==> config.mk <==
export PLATFORM = sky130hd
export DESIGN_NAME = hblk_repeat_gen
export DESIGN_NICKNAME = d
export VERILOG_FILES = /design/src/rtl/hblk_pkg.sv /design/src/rtl/hblk_pix_count.sv /design/src/rtl/hblk_rep_track.sv /design/src/rtl/hblk_tog_level.sv /design/src/rtl/hblk_repeat_gen.sv
export SDC_FILE = /design/constraint.sdc
export NUM_CORES = 1
export LEC_CHECK = 0
export ABC_AREA = 1
export BUFFER_PORTS_ARGS = -buffer_cell sky130_fd_sc_hd__buf_4
export CAP_MARGIN = 10
export CORE_UTILIZATION = 41
export CTS_CLUSTER_SIZE = 40
export DETAILED_ROUTE_END_ITERATION = 6
export HOLD_SLACK_MARGIN = 0.15
export PLACE_DENSITY = 0.72
export SYNTH_ARGS = -nofsm -noshare
export SYNTH_HDL_FRONTEND = slang
export SYNTH_SLANG_ARGS = --single-unit
==> constraint.sdc <==
create_clock -name clk -period 5.5 [get_ports clk]
set_input_delay 1.65 -clock clk [delete_from_list [all_inputs] [get_ports clk]]
set_output_delay 1.65 -clock clk [all_outputs]
set_load 0.1 [all_outputs]
==> src/rtl/hblk_pkg.sv <==
`timescale 1ns/1ps
package hblk_pkg;
   localparam int          HB_MODE_W      = 2;
   localparam logic [1:0]  HB_MODE_REPEAT = 2'd1;
endpackage

==> src/rtl/hblk_pix_count.sv <==
`timescale 1ns/1ps
// Pixel position counter with line parity capture.
module hblk_pix_count #(
   parameter int PIX_W = 12
) (
   input  logic             clk,
   input  logic             rst_n,
   input  logic             line_start,
   input  logic             line_odd,
   output logic [PIX_W-1:0] pix_q,
   output logic             odd_q
);
   localparam logic [PIX_W-1:0] PIX_MAX = {PIX_W{1'b1}};

   always_ff @(posedge clk or negedge rst_n) begin
      if (!rst_n) begin
         pix_q <= PIX_MAX;   // idle: parked past any window
         odd_q <= 1'b0;
      end else if (line_start) begin
         pix_q <= '0;
         odd_q <= line_odd;
      end else if (pix_q != PIX_MAX) begin
         pix_q <= pix_q + 1'b1;
      end
   end
endmodule

==> src/rtl/hblk_rep_track.sv <==
`timescale 1ns/1ps
// Tracks offset within the current pattern copy and the copy index.
module hblk_rep_track #(
   parameter int PIX_W = 12,
   parameter int REP_W = 4
) (
   input  logic             clk,
   input  logic             rst_n,
   input  logic             line_start,
   input  logic             advance,
   input  logic [PIX_W-1:0] pat_len,
   input  logic [REP_W-1:0] rep_cnt,
   output logic [PIX_W-1:0] pos_q,
   output logic [REP_W-1:0] idx_q,
   output logic             pat_act
);
   logic [PIX_W:0] pos_inc;
   logic           wrap;

   assign pos_inc = {1'b0, pos_q} + 1'b1;
   assign wrap    = pos_inc >= {1'b0, pat_len};
   assign pat_act = (pat_len != '0) && (idx_q < rep_cnt);

   always_ff @(posedge clk or negedge rst_n) begin
      if (!rst_n) begin
         pos_q <= '0;
         idx_q <= '0;
      end else if (line_start) begin
         pos_q <= '0;
         idx_q <= '0;
      end else if (advance && pat_act) begin
         if (wrap) begin
            pos_q <= '0;
            idx_q <= idx_q + 1'b1;
         end else begin
            pos_q <= pos_inc[PIX_W-1:0];
         end
      end
   end
endmodule

==> src/rtl/hblk_tog_level.sv <==
`timescale 1ns/1ps
// Level inside a pattern copy: starts high, each valid toggle at or before pos inverts.
module hblk_tog_level #(
   parameter int PIX_W   = 12,
   parameter int NUM_TOG = 6
) (
   input  logic [PIX_W-1:0]         pos,
   input  logic [PIX_W-1:0]         pat_len,
   input  logic [NUM_TOG*PIX_W-1:0] togs,
   output logic                     level
);
   logic [NUM_TOG-1:0] hit;

   for (genvar i = 0; i < NUM_TOG; i++) begin : g_tog
      logic [PIX_W-1:0] t;
      assign t      = togs[i*PIX_W +: PIX_W];
      assign hit[i] = (t < pat_len) && (t <= pos);
   end

   assign level = ~(^hit);
endmodule

==> src/rtl/hblk_repeat_gen.sv <==
`timescale 1ns/1ps
module hblk_repeat_gen #(
   parameter int PIX_W   = 12,
   parameter int REP_W   = 4,
   parameter int NUM_TOG = 6
) (
   input  logic                     clk,
   input  logic                     rst_n,
   input  logic                     line_start,
   input  logic                     line_odd,
   input  logic [1:0]               mode,
   input  logic [PIX_W-1:0]         win_start,
   input  logic [PIX_W-1:0]         win_end,
   input  logic [PIX_W-1:0]         pat_len,
   input  logic [REP_W-1:0]         rep_cnt,
   input  logic [NUM_TOG*PIX_W-1:0] tog_even,
   input  logic [NUM_TOG*PIX_W-1:0] tog_odd,
   output logic                     hblk
);
   import hblk_pkg::*;

   localparam int TOG_BUS_W = NUM_TOG * PIX_W;

   if (PIX_W < 2 || PIX_W > 24) begin : g_bad_pix
      $error("hblk_repeat_gen: PIX_W out of range");
   end
   if (REP_W < 1 || REP_W > 8) begin : g_bad_rep
      $error("hblk_repeat_gen: REP_W out of range");
   end
   if (NUM_TOG < 1 || NUM_TOG > 16) begin : g_bad_tog
      $error("hblk_repeat_gen: NUM_TOG out of range");
   end

   logic [PIX_W-1:0]     pix_q;
   logic                 odd_q;
   logic [PIX_W-1:0]     pos_q;
   logic [REP_W-1:0]     idx_q;
   logic                 pat_act;
   logic                 past_start;
   logic                 in_win;
   logic                 pat_level;
   logic                 hblk_d;
   logic                 hblk_q;
   logic [TOG_BUS_W-1:0] tog_sel;

   hblk_pix_count #(.PIX_W(PIX_W)) u_pix (
      .clk        (clk),
      .rst_n      (rst_n),
      .line_start (line_start),
      .line_odd   (line_odd),
      .pix_q      (pix_q),
      .odd_q      (odd_q)
   );

   assign past_start = pix_q >= win_start;
   assign in_win     = past_start && (pix_q < win_end);

   hblk_rep_track #(.PIX_W(PIX_W), .REP_W(REP_W)) u_rep (
      .clk        (clk),
      .rst_n      (rst_n),
      .line_start (line_start),
      .advance    (past_start),
      .pat_len    (pat_len),
      .rep_cnt    (rep_cnt),
      .pos_q      (pos_q),
      .idx_q      (idx_q),
      .pat_act    (pat_act)
   );

   assign tog_sel = odd_q ? tog_odd : tog_even;

   hblk_tog_level #(.PIX_W(PIX_W), .NUM_TOG(NUM_TOG)) u_lvl (
      .pos     (pos_q),
      .pat_len (pat_len),
      .togs    (tog_sel),
      .level   (pat_level)
   );

   always_comb begin
      hblk_d = 1'b0;
      if (in_win) begin
         if (mode == HB_MODE_REPEAT && pat_act) hblk_d = pat_level;
         else                                   hblk_d = 1'b1;
      end
   end

   always_ff @(posedge clk or negedge rst_n) begin
      if (!rst_n) hblk_q <= 1'b0;
      else        hblk_q <= hblk_d;
   end

   assign hblk = hblk_q;
endmodule

==> Word-level counts from Yosys, hierarchy flattened <==
Index checks and enable logic that the tools add are counted.
{ "totals": {"ff_bits": 30, "in_bits": 190, "output_inout_bits": 1, "wordCells": 54} }
{ "op_classes": {"addsub": 3, "n_lt_le_gt_ge": 16, "n_eq_ne": 2, "muxes": 11, "bitwise_logic": 1, "reduce_logical": 16} }
{ "ops": {"columns": ["operator", "n"], "rows": [
  ["$lt A12 B12 Y1", 7],
  ["$le A12 B12 Y1", 6],
  ["$mux W72", 1],
  ["$mux W12", 5],
  ["$add A12 B1 Y13 const B", 1],
  ["$ge A13 B12 Y1", 1],
  ["$add A12 B1 Y12 const B", 1],
  ["$ge A12 B12 Y1", 1],
  ["$mux W4", 3],
  ["$ne A12 B12 Y1 const B", 1],
  ["$reduce_bool A12 Y1", 1],
  ["$logic_and A1 B1 Y1", 10],
  ["$reduce_bool A2 Y1", 3],
  ["$reduce_xor A6 Y1", 1],
  ["$add A4 B1 Y4 const B", 1],
  ["$lt A4 B4 Y1", 1],
  ["$eq A2 B1 Y1 const B", 1],
  ["$mux W1", 2],
  ["$reduce_and A2 Y1", 1],
  ["$not A1 Y1", 1]
]} }

==> Depth between registers and ports, before layout <==
{ "depth": {"ltp_word": 7, "ltp_mapped": 24, "mapped_depth_nobuf": 22} }

==> Hierarchy <==
A second synthesis with hierarchy kept.
{ "hier_totals": {"cells_unflattened": 1074, "hier_area_um2": 7842.5} }
{ "modules_own_cells": {"columns": ["mod", "n_inst", "cells_each", "area_per_inst_um2", "seq_area_each_um2"], "rows": [
  ["hblk_tog_level", 1, 563, 3618.5, 0.0],
  ["hblk_repeat_gen", 1, 193, 1891.8, 25.0],
  ["hblk_rep_track", 1, 223, 1551.5, 400.4],
  ["hblk_pix_count", 1, 95, 780.7, 340.3]
]} }

==> Worst setup path before layout <==
No wires, ideal clock.
{ "synth_timing": {"path_kind": "in2reg", "startpoint": "input rep_cnt[1]", "endpoint": "register u_rep.pos_q[8]", "setup_ns": 0.134, "t_arrival_ns": 3.060, "required_ns": 5.366, "path_slack_ns": 2.306, "cell_stages": 10, "path_buffers": 1, "path_cell_list": "inv_1 > ha_1 > a21boi_1 > o211ai_1 > nand2_1 > a31oi_1 > nand2_1 > nand2_1 > buf_2 > o22ai_2"} }
{ "synth_between": {"elab_chain_len": 4} }
{ "synth_rtl": {"columns": ["item", "line_no", "text"], "rows": [
  ["start, declared", "hblk_repeat_gen.sv:15", "input logic [REP_W-1:0] rep_cnt,"],
  ["$lt A4 B4 Y1", "hblk_rep_track.sv:22", "assign pat_act = (pat_len != '0) && (idx_q < rep_cnt);"],
  ["$logic_and A1 B1 Y1", "hblk_rep_track.sv:22", null],
  ["$logic_and A1 B1 Y1", "hblk_rep_track.sv:31", "end else if (advance && pat_act) begin"],
  ["$reduce_bool A2 Y1 (no source line)", null, null],
  ["end signal, assigned", "hblk_rep_track.sv:36", "pos_q <= pos_inc[PIX_W-1:0];"],
  ["end, declared", "hblk_rep_track.sv:13", "output logic [PIX_W-1:0] pos_q,"]
]} }
No other way between the ends.
A chain may end at the register's enable or synchronous reset.

==> Final worst setup path <==
{ "layout_timing": {"startpoint": "input win_start[11]", "endpoint": "register u_rep.idx_q[3]"} }
{ "layout_between": {"elab_chain_len": 4} }
{ "layout_rtl": {"columns": ["item", "line_no", "text"], "rows": [
  ["start, declared", "hblk_repeat_gen.sv:12", "input logic [PIX_W-1:0] win_start,"],
  ["$ge A12 B12 Y1", "hblk_repeat_gen.sv:55", "assign past_start = pix_q >= win_start;"],
  ["$logic_and A1 B1 Y1", "hblk_rep_track.sv:31", null],
  ["$reduce_bool A2 Y1 (no source line)", null, null],
  ["$reduce_and A2 Y1 (no source line)", null, null],
  ["end signal, assigned", "hblk_rep_track.sv:34", "idx_q <= idx_q + 1'b1;"],
  ["end, declared", "hblk_rep_track.sv:14", "output logic [REP_W-1:0] idx_q,"]
]} }
No other way between the ends.

==> results.md <==
* Status: completed
* Crit end category: flop
* I/O Buffers at 190
* Pwr/cell area at 137 nW/um^2
* Fillers at 1,698
* Average wire per standard cell at 14.3 um
* Final critical-path required period at 3790 ps
* Gpl congestion at 0.898
* Maximum vdd ir drop at 0.124 mV
* Vias in the first global route at 6,902
* Period utilization at 0.690
* Post-synthesis adder-cell area fraction at 0.325
* Worst-path maximum fanout at 28
* CTS-repair resized insts at 0
* # clock sinks at 30
* CP Launch Type: input pin
* Finished Core Util at 0.526
* Yosys warning count at 0
* Leak at 4.98 nW
* First-pass GRT wire length at 34,000 um
* Initial antenna violation count at 1
* Cell count after placement at 1,468
* R2r worst-path depth at 17
* DIE WIDTH at 132 um
* P&R area growth vs syn at 25.7%
* EDFF count, synth at 0
* Main synth FF type: dfrtp_1
* Die Y at 132 um
* Drt via density at 5.09
* CP Class: input pin to flop
* Hold Path Class: flop to flop
* Mux cell area share after synthesis at 0
* Syn Inst Count at 1,076
* R2R setup slack at 2190 ps
* Hold EP: u_pix.pix_q[1]
* Max Freq at 264 MHz
* Synth Area in XOR/XNOR at 0.0140
* # Max-Cap Violations at 0
* Largest net degree at the start of global routing at 73
* Post-CTS Hold Buffers at 0
* Layout cells sized above 1 at 0.191
* RSZ-0062 raised after global routing: false
* Tot GR Track Use at 0.245
* CP Launch Point: win_start[11]
* Post-Route WL at 21,200 um
* Total grt overflow at 0
* Crit Reg-Reg Startpoint: u_rep.pos_q[0]
* Layout Cells excl Fill at 1,477
* CTS tree: done
* Clock Tree Buf Depth at 2
* Post-CTS Repair Setup Buffers at 0
* Syn Area/Cell at 6.40 um^2
* Fin. Hold Viols at 0
* Post-synthesis sequential area ratio at 0.111
* Worst-Margin Slew at 1090 ps
* Placed Instance Area at 8520 um^2
* Setup Skew at 7.50 ps
* Initial DRC count at 447
* Root buffer cell: clkbuf_16
* Setup-failing EPs final at 0
* Initial Utilization at 0.418
* Synth Area in Simple Gates at 0.346
* Final Slew Violations at 0
* Yosys reg bits at 30
* Die area at 17,300 um^2
* Reg clk slew, reported paths at 50 ps
* Distinct cell type count after synthesis at 44
* Relative slew slack at 0.269
* Crit Reg-Reg Endpoint: u_rep.idx_q[3]
* I/O pin total at 191
* # DRC at 0
* Num CTS Buffers at 5
* Worst Hold Depth at 2
* Syn nets at 1,445
* Detail Route Antenna Nets at 0
* Core area at 16,500 um^2
* Initial DRT Pass Iterations at 5
* HPWL after detailed placement at 16,900 um
* Commonest non-fill, non-tap cells in the layout: nand2_1, buf_4, ha_1
* Cell row count at 47
* Vias post-DR at 7,519
* Clk_lat worst skew at 280 ps
* Mapped Area at 6890 um^2
* Share of flip-flops with an asynchronous set or reset at 1.00
* Post-synthesis compound-gate area fraction at 0.118
* Post-route cell area at 8650 um^2
* Req. time, crit path at 5660 ps
* Commonest non-fill, non-tap cell in the layout: nand2_1
* Worst Hold Slack at 515 ps
* Hold Path Origin: u_pix.pix_q[1]
* Arr. time, crit path at 3960 ps
* Main combinational cell family by area after synthesis: simple AND/OR/NAND/NOR gates
* Setup_tns at 0 ps
* Layout Nets at 1,624
* H-tree Lvls at 2
-- how the worst max path moves through the flow --
stage | slack (ps) | to | cells past startpoint
after floorplan | 2310 | u_rep.pos_q[8] | 10
after global placement | 1550 | u_rep.idx_q[2] | 13
after detailed placement | 1480 | u_rep.idx_q[0] | 14
after CTS | 1750 | u_rep.idx_q[3] | 14
after global routing | 1490 | u_rep.idx_q[2] | 13
final | 1710 | u_rep.idx_q[3] | 12
-- registers in the layout (all words and copies together), names as in the netlist --
signal / cells
u_pix.pix_q: 12
u_rep.pos_q: 12
u_rep.idx_q: 4
hblk: 1
u_pix.odd_q: 1
-- kinds of logic after synthesis --
logic type / after synthesis
and+or+nand+nor: 568
adders and majority gates: 179
buffers and inverters: 152
AOI/OAI and AO/OA: 136
DFF: 30
xor gates and xnor gates: 11
-- Yosys cell counts (all sizes together), types with 2 or more instances --
cell,number,area share
a211oi,5,0.0055
a21boi,2,0.0022
a21o,4,0.0044
a21oi,74,0.054
a221oi,2,0.0025
and2,6,0.0055
buf,9,0.0069
clkbuf,11,0.0060
dfrtp,18,0.065
dfstp,12,0.046
ha,179,0.33
inv,132,0.072
nand2,408,0.22
nand3,39,0.031
nand3b,4,0.0044
nand4,26,0.027
nor2,63,0.036
nor3,11,0.0087
nor4,8,0.0091
o211ai,3,0.0033
o21ai,29,0.021
o21bai,3,0.0033
o22ai,11,0.019
xor2,11,0.014
-- where the power goes --
group          total, mW  internal [mW]  switching [mW]
clock network      0.263          0.168          0.0946
logic              0.685          0.301           0.384
registers          0.238          0.229         0.00960
-- layout make-up --
class / instances / area (um^2) / share of cell area
Multi-Input combinational cell: 894 / 5540 / 0.640
Sequential cell: 30 / 767 / 0.0886
Antenna cell: 1 / 2.50 / 0.000289
Timing Repair Buffer: 192 / 1440 / 0.167
Inverter: 132 / 495 / 0.0573
Tap cell: 220 / 275 / 0.0318
Clock buffer: 8 / 136 / 0.0158
-- per-stage QoR --
step                      power [mW]  worst slack [ps]
after global placement         0.904              1550
final                           1.19              1710
after global routing            1.31              1490
after floorplan                0.687              2310
after CTS                       1.19              1750
after detailed placement       0.922              1480
-- worst max-delay path, stage by stage --
cell      delay, ps
buf_4            70
inv_1            30
ha_1            300
nand4_1         160
nor3_1          180
nand2_1          70
o211ai_1        120
nand2_1         110
nand2_1         810
nand2_1         250
nand2_1         130
nand2_1          60
-- per-layer routing --
metal,vias to the layer above,wire (um),GRT usage
met5,-,0,0
met3,25,1050,0.0270
li1,3926,-,-
met4,0,438,0.0627
met2,194,10200,0.432
met1,3374,9450,0.315
Power figures use the tool's default switching activity.
